**src/rtl/vpfx_pkg.sv**
```systemverilog
package vpfx_pkg;
  localparam int unsigned NUM_SLOTS = 4;
  localparam int unsigned SEL_W     = 2;
  localparam int unsigned EXTRA_W   = 9;
  localparam int unsigned RM_W      = 24;

  typedef enum logic [2:0] {
    PROF_1P_4OP  = 3'd0,
    PROF_1P_3OP  = 3'd1,
    PROF_2P_1S1D = 3'd2,
    PROF_2P_2S1D = 3'd3,
    PROF_2P_1S2D = 3'd4
  } prof_e;

  typedef struct packed {
    logic             vec;
    logic [SEL_W-1:0] sel;
  } tag_t;

  function automatic tag_t tag_from3(input logic [2:0] t);
    tag_t r;
    r.vec = t[2];
    r.sel = t[1:0];
    return r;
  endfunction

  // 2-bit tag: scalar banks 0/1, vector offsets 0/2
  function automatic tag_t tag_from2(input logic [1:0] t);
    tag_t r;
    r.vec = t[1];
    r.sel = t[1] ? {t[0], 1'b0} : {1'b0, t[0]};
    return r;
  endfunction
endpackage

```
**src/rtl/vpfx_prefix_split.sv**
```systemverilog
module vpfx_prefix_split
  import vpfx_pkg::*;
#(
  parameter int unsigned INSN_W = 32
) (
  input  logic [INSN_W-1:0]  prefix_i,
  output logic               hit_o,
  output logic               mask_kind_o,
  output logic [2:0]         mask_o,
  output logic [1:0]         ew_dst_o,
  output logic [1:0]         ew_src_o,
  output logic [1:0]         subvl_o,
  output logic [EXTRA_W-1:0] extra_o,
  output logic [4:0]         mode_o
);
  localparam int unsigned OPC_W   = 6;
  localparam logic [OPC_W-1:0] OPC_VAL = 6'b000001;
  localparam int unsigned MARK_A  = INSN_W - 8;   // MSB0 bit 7
  localparam int unsigned MARK_B  = INSN_W - 10;  // MSB0 bit 9
  localparam int unsigned RM0_POS = INSN_W - 7;   // MSB0 bit 6
  localparam int unsigned RM1_POS = INSN_W - 9;   // MSB0 bit 8
  localparam int unsigned LOW_W   = RM_W - 2;

  logic [RM_W-1:0] rm;

  assign hit_o = (prefix_i[INSN_W-1 -: OPC_W] == OPC_VAL) &&
                 prefix_i[MARK_A] && prefix_i[MARK_B];

  assign rm = hit_o ? {prefix_i[RM0_POS], prefix_i[RM1_POS], prefix_i[LOW_W-1:0]}
                    : '0;

  assign mask_kind_o = rm[23];
  assign mask_o      = rm[22:20];
  assign ew_dst_o    = rm[19:18];
  assign ew_src_o    = rm[17:16];
  assign subvl_o     = rm[15:14];
  assign extra_o     = rm[13:5];
  assign mode_o      = rm[4:0];
endmodule

```
**src/rtl/vpfx_profile_map.sv**
```systemverilog
module vpfx_profile_map
  import vpfx_pkg::*;
(
  input  logic [2:0]                 profile_i,
  input  logic [EXTRA_W-1:0]         extra_i,
  output tag_t [NUM_SLOTS-1:0]       tag_o,
  output logic [NUM_SLOTS-1:0]       slot_vld_o,
  output logic [2:0]                 src_mask_o,
  output logic                       src_mask_vld_o,
  output logic                       alt_dst_o,
  output logic                       bad_layout_o
);
  localparam int unsigned S_DST = 0;
  localparam int unsigned S_SR1 = 1;
  localparam int unsigned S_SR2 = 2;
  localparam int unsigned S_AUX = 3;

  always_comb begin
    tag_o          = '0;
    slot_vld_o     = '0;
    src_mask_o     = '0;
    src_mask_vld_o = 1'b0;
    alt_dst_o      = 1'b0;
    bad_layout_o   = 1'b0;
    unique case (profile_i)
      PROF_1P_4OP: begin
        tag_o[S_DST] = tag_from2(extra_i[8:7]);
        tag_o[S_SR1] = tag_from2(extra_i[6:5]);
        tag_o[S_SR2] = tag_from2(extra_i[4:3]);
        tag_o[S_AUX] = tag_from2(extra_i[2:1]);
        slot_vld_o   = 4'b1111;
        alt_dst_o    = extra_i[0];
      end
      PROF_1P_3OP: begin
        tag_o[S_DST] = tag_from3(extra_i[8:6]);
        tag_o[S_SR1] = tag_from3(extra_i[5:3]);
        tag_o[S_SR2] = tag_from3(extra_i[2:0]);
        slot_vld_o   = 4'b0111;
      end
      PROF_2P_1S1D: begin
        tag_o[S_DST]   = tag_from3(extra_i[8:6]);
        tag_o[S_SR1]   = tag_from3(extra_i[5:3]);
        slot_vld_o     = 4'b0011;
        src_mask_o     = extra_i[2:0];
        src_mask_vld_o = 1'b1;
      end
      PROF_2P_2S1D: begin
        tag_o[S_DST]   = tag_from2(extra_i[8:7]);
        tag_o[S_SR1]   = tag_from2(extra_i[6:5]);
        tag_o[S_SR2]   = tag_from2(extra_i[4:3]);
        slot_vld_o     = 4'b0111;
        src_mask_o     = extra_i[2:0];
        src_mask_vld_o = 1'b1;
      end
      PROF_2P_1S2D: begin
        tag_o[S_SR1] = tag_from2(extra_i[8:7]);
        tag_o[S_DST] = tag_from2(extra_i[6:5]);
        tag_o[S_AUX] = tag_from2(extra_i[4:3]);
        slot_vld_o   = 4'b1011;
        bad_layout_o = |extra_i[2:0];
      end
      default: bad_layout_o = 1'b1;
    endcase
  end
endmodule

```
**src/rtl/vpfx_reg_extend.sv**
```systemverilog
module vpfx_reg_extend
  import vpfx_pkg::*;
#(
  parameter int unsigned FIELD_W = 5,
  parameter int unsigned REG_W   = FIELD_W + SEL_W
) (
  input  logic               vld_i,
  input  tag_t               tag_i,
  input  logic [FIELD_W-1:0] field_i,
  output logic [REG_W-1:0]   reg_o,
  output logic               vec_o
);
  always_comb begin
    if (!vld_i) begin
      reg_o = '0;
      vec_o = 1'b0;
    end else if (tag_i.vec) begin
      reg_o = {field_i, tag_i.sel};   // stride-4 start points
      vec_o = 1'b1;
    end else begin
      reg_o = {tag_i.sel, field_i};   // bank select
      vec_o = 1'b0;
    end
  end
endmodule

```
**src/rtl/vpfx_decoder.sv**
```systemverilog
module vpfx_decoder
  import vpfx_pkg::*;
#(
  parameter int unsigned INSN_W  = 32,
  parameter int unsigned FIELD_W = 5,
  parameter int unsigned REG_W   = FIELD_W + SEL_W
) (
  input  logic                              clk_i,
  input  logic                              rst_ni,
  input  logic                              in_valid_i,
  output logic                              in_ready_o,
  input  logic [INSN_W-1:0]                 prefix_i,
  input  logic [INSN_W-1:0]                 suffix_i,
  input  logic [2:0]                        profile_i,
  input  logic                              fp_single_i,
  input  logic [NUM_SLOTS-1:0][FIELD_W-1:0] field_i,
  output logic                              out_valid_o,
  input  logic                              out_ready_i,
  output logic                              decoded_o,
  output logic                              illegal_o,
  output logic [INSN_W-1:0]                 suffix_o,
  output logic                              mask_kind_o,
  output logic [2:0]                        mask_o,
  output logic [1:0]                        ew_dst_o,
  output logic [1:0]                        ew_src_o,
  output logic [5:0]                        ew_bits_o,
  output logic [1:0]                        subvl_o,
  output logic [4:0]                        mode_o,
  output logic [2:0]                        src_mask_o,
  output logic                              src_mask_vld_o,
  output logic                              alt_dst_o,
  output logic [NUM_SLOTS-1:0][REG_W-1:0]   reg_o,
  output logic [NUM_SLOTS-1:0]              reg_vec_o,
  output logic [NUM_SLOTS-1:0]              reg_vld_o
);
  typedef struct packed {
    logic                            dec;
    logic                            ill;
    logic [INSN_W-1:0]               sfx;
    logic                            mk;
    logic [2:0]                      mask;
    logic [1:0]                      ewd;
    logic [1:0]                      ews;
    logic [5:0]                      ewb;
    logic [1:0]                      svl;
    logic [4:0]                      mode;
    logic [2:0]                      sm;
    logic                            smv;
    logic                            alt;
    logic [NUM_SLOTS-1:0][REG_W-1:0] rg;
    logic [NUM_SLOTS-1:0]            vec;
    logic [NUM_SLOTS-1:0]            vld;
  } res_t;

  logic                 hit;
  logic [EXTRA_W-1:0]   extra;
  tag_t [NUM_SLOTS-1:0] tags;
  logic                 bad_layout;
  res_t                 d, q;
  logic                 vld_q;

  vpfx_prefix_split #(.INSN_W(INSN_W)) u_split (
    .prefix_i    (prefix_i),
    .hit_o       (hit),
    .mask_kind_o (d.mk),
    .mask_o      (d.mask),
    .ew_dst_o    (d.ewd),
    .ew_src_o    (d.ews),
    .subvl_o     (d.svl),
    .extra_o     (extra),
    .mode_o      (d.mode)
  );

  vpfx_profile_map u_map (
    .profile_i      (profile_i),
    .extra_i        (extra),
    .tag_o          (tags),
    .slot_vld_o     (d.vld),
    .src_mask_o     (d.sm),
    .src_mask_vld_o (d.smv),
    .alt_dst_o      (d.alt),
    .bad_layout_o   (bad_layout)
  );

  for (genvar s = 0; s < NUM_SLOTS; s++) begin : g_slot
    vpfx_reg_extend #(.FIELD_W(FIELD_W), .REG_W(REG_W)) u_ext (
      .vld_i   (d.vld[s]),
      .tag_i   (tags[s]),
      .field_i (field_i[s]),
      .reg_o   (d.rg[s]),
      .vec_o   (d.vec[s])
    );
  end

  always_comb begin
    unique case (d.ewd)
      2'b00:   d.ewb = 6'd0;
      2'b01:   d.ewb = 6'd32;
      2'b10:   d.ewb = 6'd16;
      default: d.ewb = 6'd8;
    endcase
  end

  assign d.dec = hit;
  assign d.sfx = suffix_i;
  // f16/bf16 widths on single-precision ops are reserved
  assign d.ill = hit && (bad_layout || (fp_single_i && d.ewd[1]));

  assign in_ready_o = !vld_q || out_ready_i;

  always_ff @(posedge clk_i or negedge rst_ni) begin
    if (!rst_ni) begin
      vld_q <= 1'b0;
      q     <= '0;
    end else begin
      if (in_ready_o) vld_q <= in_valid_i;
      if (in_valid_i && in_ready_o) q <= d;
    end
  end

  assign out_valid_o    = vld_q;
  assign decoded_o      = q.dec;
  assign illegal_o      = q.ill;
  assign suffix_o       = q.sfx;
  assign mask_kind_o    = q.mk;
  assign mask_o         = q.mask;
  assign ew_dst_o       = q.ewd;
  assign ew_src_o       = q.ews;
  assign ew_bits_o      = q.ewb;
  assign subvl_o        = q.svl;
  assign mode_o         = q.mode;
  assign src_mask_o     = q.sm;
  assign src_mask_vld_o = q.smv;
  assign alt_dst_o      = q.alt;
  assign reg_o          = q.rg;
  assign reg_vec_o      = q.vec;
  assign reg_vld_o      = q.vld;
endmodule

```
**config.mk**
```make
export PLATFORM = sky130hd
export DESIGN_NAME = vpfx_decoder
export DESIGN_NICKNAME = d
export VERILOG_FILES = /design/src/rtl/vpfx_pkg.sv /design/src/rtl/vpfx_prefix_split.sv /design/src/rtl/vpfx_profile_map.sv /design/src/rtl/vpfx_reg_extend.sv /design/src/rtl/vpfx_decoder.sv
export SDC_FILE = /design/constraint.sdc
export NUM_CORES = 1
export LEC_CHECK = 0
export BUFFER_PORTS_ARGS = -buffer_cell sky130_fd_sc_hd__buf_2
export CAP_MARGIN = 15
export CORE_UTILIZATION = 30
export CTS_CLUSTER_SIZE = 14
export DETAILED_ROUTE_END_ITERATION = 8
export PLACE_DENSITY_LB_ADDON = 0.1
export RECOVER_POWER = 50
export REMOVE_ABC_BUFFERS = 1
export SLEW_MARGIN = 20
export SYNTH_ARGS = -nofsm -noshare
export SYNTH_HDL_FRONTEND = slang
export SYNTH_HIERARCHICAL = 1
export SYNTH_SLANG_ARGS = --single-unit
```
**constraint.sdc**
```tcl
create_clock -name clk_i -period 1.75 [get_ports clk_i]
set_input_delay 0.35 -clock clk_i [delete_from_list [all_inputs] [get_ports clk_i]]
set_output_delay 0.35 -clock clk_i [all_outputs]
set_load 0.03 [all_outputs]
```
==> reports/results.txt <==
Outcome -> complete, but fails checks
Violated checks -> negative setup slack
Synth cell types -> 41
Root Driver -> clkbuf_16
1st-pass router iterations -> 4
PD cells -> 861 nW/um2
Async S/R FF share, synth -> 100%
Worst setup EP type -> flop
Synth Area in Compound Gates -> 2.40%
Setup TNS Final -> -8320 ps
Top cells by area, synth -> dfrtp_1, mux2_4, mux2i_1, mux2_2, nor2b_1
Register area share after synthesis -> 45.5%
Diode count -> 0
Worst Hold Depth -> 2
CP max-delay cell -> or4b_4
Final slew viol count -> 0
Starting DRC count in detailed routing -> 85
Area share of the largest cell type after synthesis -> 45.5%
Power Internal -> 0.00416 W
Register Area -> 2350 um2
Proportion of synthesized area in mux cells -> 30.9%
Min Tclk post-route -> 2100 ps
Switching Fraction -> 29.5%
Via count -> 3,594
Synth Instances -> 385
Filler Cell Count -> 1,692
Clock transition at path regs -> 70 ps
Worst hold endpoint -> suffix_o[17]$_DFFE_PN0P_
Wire length per cell -> 15.0 um
Post-Syn Area -> 5170 um2
Startpoint types -> input pin
Post-DP HPWL -> 9.15 mm
Worst path required time -> 1980 ps
Lkg Pwr -> 3.51 nW
Crit path DAT -> 2330 ps
CTS buffer count -> 9
Crit path top cell by count -> mux2i_1
First-pass GRT wire length -> 19.9 mm
Max-cap check violation count -> 0
Final wirelength -> 12.4 mm
Starting Density -> 30.9%
Clock Skew -> 3.44 ps
Final Hold Fails -> 0
# DRC -> 0
Pre-CTS setup slack -> -830 ps
Full die area -> 17,800 um2
FF-to-FF Start -> out_valid_o$_DFFE_PN0P_
Total Power -> 0.00591 W
# IOs -> 190
Worst VDD drop -> 0.000480 V
Worst-Margin Slew -> 1300 ps
Reg2reg end -> reg_o[20]$_DFFE_PN0P_
Gr usage total -> 14.4%
Rows -> 47
Psw -> 0.00175 W
GPL Wtd Cong -> 0.750
Logic pwr share -> 22.3%
Clock power frac -> 36.2%
Worst Setup Slack, final -> -353 ps
Clk_lat worst skew -> 340 ps
Antenna Nets Post-Route -> 0
Peak Freq -> 0.476 GHz
Setup CP Type -> input pin to flop
Vias per inst -> 4.35
Sequential power share -> 41.5%
Clk buf depth -> 2
Dominant synthesized flop cell -> dfrtp_1
Multi-input combinational cell area -> 2480 um2
Area share of fa/ha/maj cells after synthesis -> 0%
Hold Path Class -> input pin to flop
Hold path start -> suffix_i[17]
Crit Path Max Fanout -> 8
Number of synthesized flops with an enable pin -> 0
Crit-path cells -> buf_6 > or4b_4 > buf_12 > nor3_4 > mux2i_1 > o22ai_1 > buf_4 > mux2i_1 > nor2b_1 > mux2_4
Worst R2R Path Depth -> 4
Slew headroom -> 13.6%
NumNets Final -> 694
Critical path's largest stage delay -> 560 ps
CTS tree -> done
Initial antenna violation count -> 0
Die Y -> 133 um
Vias in the first global route -> 3,813
Synth Area in XOR/XNOR -> 0.315%
Final worst path period share -> 120%
Simple-Gate Fraction of Synth Area -> 13.0%
H-tree depth -> 3
Global route total overflow -> 0
Largest area contributor in the netlist -> dfrtp_1
Synth Area per Inst -> 13.4 um2
Final Setup Violations -> 30
Warnings, synthesis -> 6
CTS Sinks -> 94
Largest net degree at the start of global routing -> 95
Synthesis-to-finish area growth -> 32.8%
Main combinational cell family by area after synthesis -> multiplexers
Core Area -> 16,700 um2
Share of cells above drive strength 1 -> 56.3%
#FFs+latches synth -> 94
RSZ-0062 raised after global routing -> yes
Die W -> 133 um
R2R Setup Slk -> 210 ps
Buffers on Ports -> 186
-- critical path, delay by kind of cell --
kind / cells / cell delay (ps)
simple gates: 3 / 780
buf+inv: 3 / 470
compound gates: 1 / 150
mux: 3 / 570
-- routing by layer --
metal / share of wire (%) / wire length, um / global-route usage [%] / up-vias
met4: 1.9 / 231 / 6.57 / 0
met1: 45 / 5630 / 18.5 / 1740
met2: 47 / 5840 / 23.0 / 100
li1: - / - / - / 1742
met3: 5.6 / 695 / 3.35 / 12
met5: 0 / 0 / 0 / -
-- cell usage in the layout, fill, tap and decap left out, types with 11 or more instances in the layout --
| cell | netlist | routed |
|---|---|---|
| nor3_2 | 17 | 11 |
| mux2_4 | 67 | 67 |
| inv_1 | 26 | 26 |
| buf_4 | 4 | 33 |
| mux2_2 | 23 | 21 |
| mux2i_1 | 33 | 33 |
| nor2b_1 | 37 | 37 |
| buf_2 | 5 | 160 |
| clkbuf_1 | 2 | 24 |
| dfrtp_1 | 94 | 94 |
-- how the worst max path moves through the flow --
| stage | start | to | slack [ps] | depth (start not counted) |
|---|---|---|---|---|
| 2_1_floorplan | prefix_i[28] | reg_o[10]$_DFFE_PN0P_ | -1570 | 7 |
| 3_5_place_dp | prefix_i[27] | reg_o[11]$_DFFE_PN0P_ | -830 | 10 |
| 6_report | prefix_i[27] | reg_o[13]$_DFFE_PN0P_ | -350 | 10 |
| 5_1_grt | prefix_i[27] | reg_o[7]$_DFFE_PN0P_ | -480 | 10 |
| 3_3_place_gp | prefix_i[27] | reg_o[6]$_DFFE_PN0P_ | -830 | 11 |
| 4_1_cts | prefix_i[27] | reg_o[13]$_DFFE_PN0P_ | -330 | 10 |
-- area by class of cell --
| type | instances | share of cell area, % |
|---|---|---|
| clock buffers | 9 | 3.28 |
| clock inverters | 6 | 1.37 |
| inverters | 26 | 1.42 |
| multi-input cells | 240 | 36.1 |
| flip-flops and latches | 94 | 34.3 |
| well taps | 220 | 4.01 |
| repair buffers | 231 | 19.5 |
-- state kept, by name (all words and copies together) (netlist names) --
register and flops:
src_mask_o 3, src_mask_vld_o 1, ew_dst_o 2, suffix_o 32, mode_o 5, illegal_o 1
ew_bits_o 3, reg_vec_o 4, alt_dst_o 1, reg_o 28, mask_o 3, out_valid_o 1
reg_vld_o 4, ew_src_o 2, mask_kind_o 1, subvl_o 2, decoded_o 1
-- logic make-up (layout without fill, tap and decap cells) --
kind of cell	Yosys count	count (layout)
simple gates	95	95
buf+inv	53	272
other cells	1	3
xor+xnor	1	1
mux	123	123
flops	94	94
compound gates	18	18
-- stage by stage --
| step | cell area, um2 | util [%] | instances | hold slack [ps] |
|---|---|---|---|---|
| after global placement | 6490 | 38.9 | 809 | 454 |
| after global routing | 6870 | 41.1 | 826 | 218 |
| after detailed placement | 6490 | 38.9 | 809 | 452 |
| after CTS | 6890 | 41.2 | 825 | 64.9 |
| final | 6870 | 41.1 | 826 | 225 |
| after floorplan | 4870 | - | 360 | 54.4 |
-- cell usage after synthesis, types with 2 or more instances --
library cell,count
dfrtp_1,94
mux2_4,67
nor2b_1,37
mux2i_1,33
inv_1,26
mux2_2,23
nor3_2,17
buf_6,7
nor2_1,7
buf_12,6
buf_2,5
nor3_1,5
and2_1,4
and2_2,4
buf_4,4
nand3_1,4
a21oi_1,3
a22oi_1,3
buf_8,3
nand2_1,3
o21ai_1,3
a21bo_2,2
clkbuf_1,2
nand4_1,2
nor3_4,2
nor3b_1,2
o21ai_0,2
o22ai_1,2
-- power groups by stage --
| stage | logic, W | registers [W] | clock network [W] |
|---|---|---|---|
| 2_1_floorplan | 0.000470 | 0.00287 | 0 |
| 3_3_place_gp | 0.00134 | 0.00249 | 0 |
| 3_5_place_dp | 0.00135 | 0.00249 | 0 |
| 4_1_cts | 0.00137 | 0.00245 | 0.00222 |
| 5_1_grt | 0.00140 | 0.00248 | 0.00231 |
| 6_report | 0.00132 | 0.00245 | 0.00214 |
-- what timing repair did --
action,4_1_cts,5_1_grt
hold buffers,0,0
cloned,0,0
pin swaps,1,3
gates resized for setup,15,8
endpoints found under the setup margin,34,33
endpoints found under the hold margin,0,0
setup buffers,1,1
(Power assumes the default switching activity.)
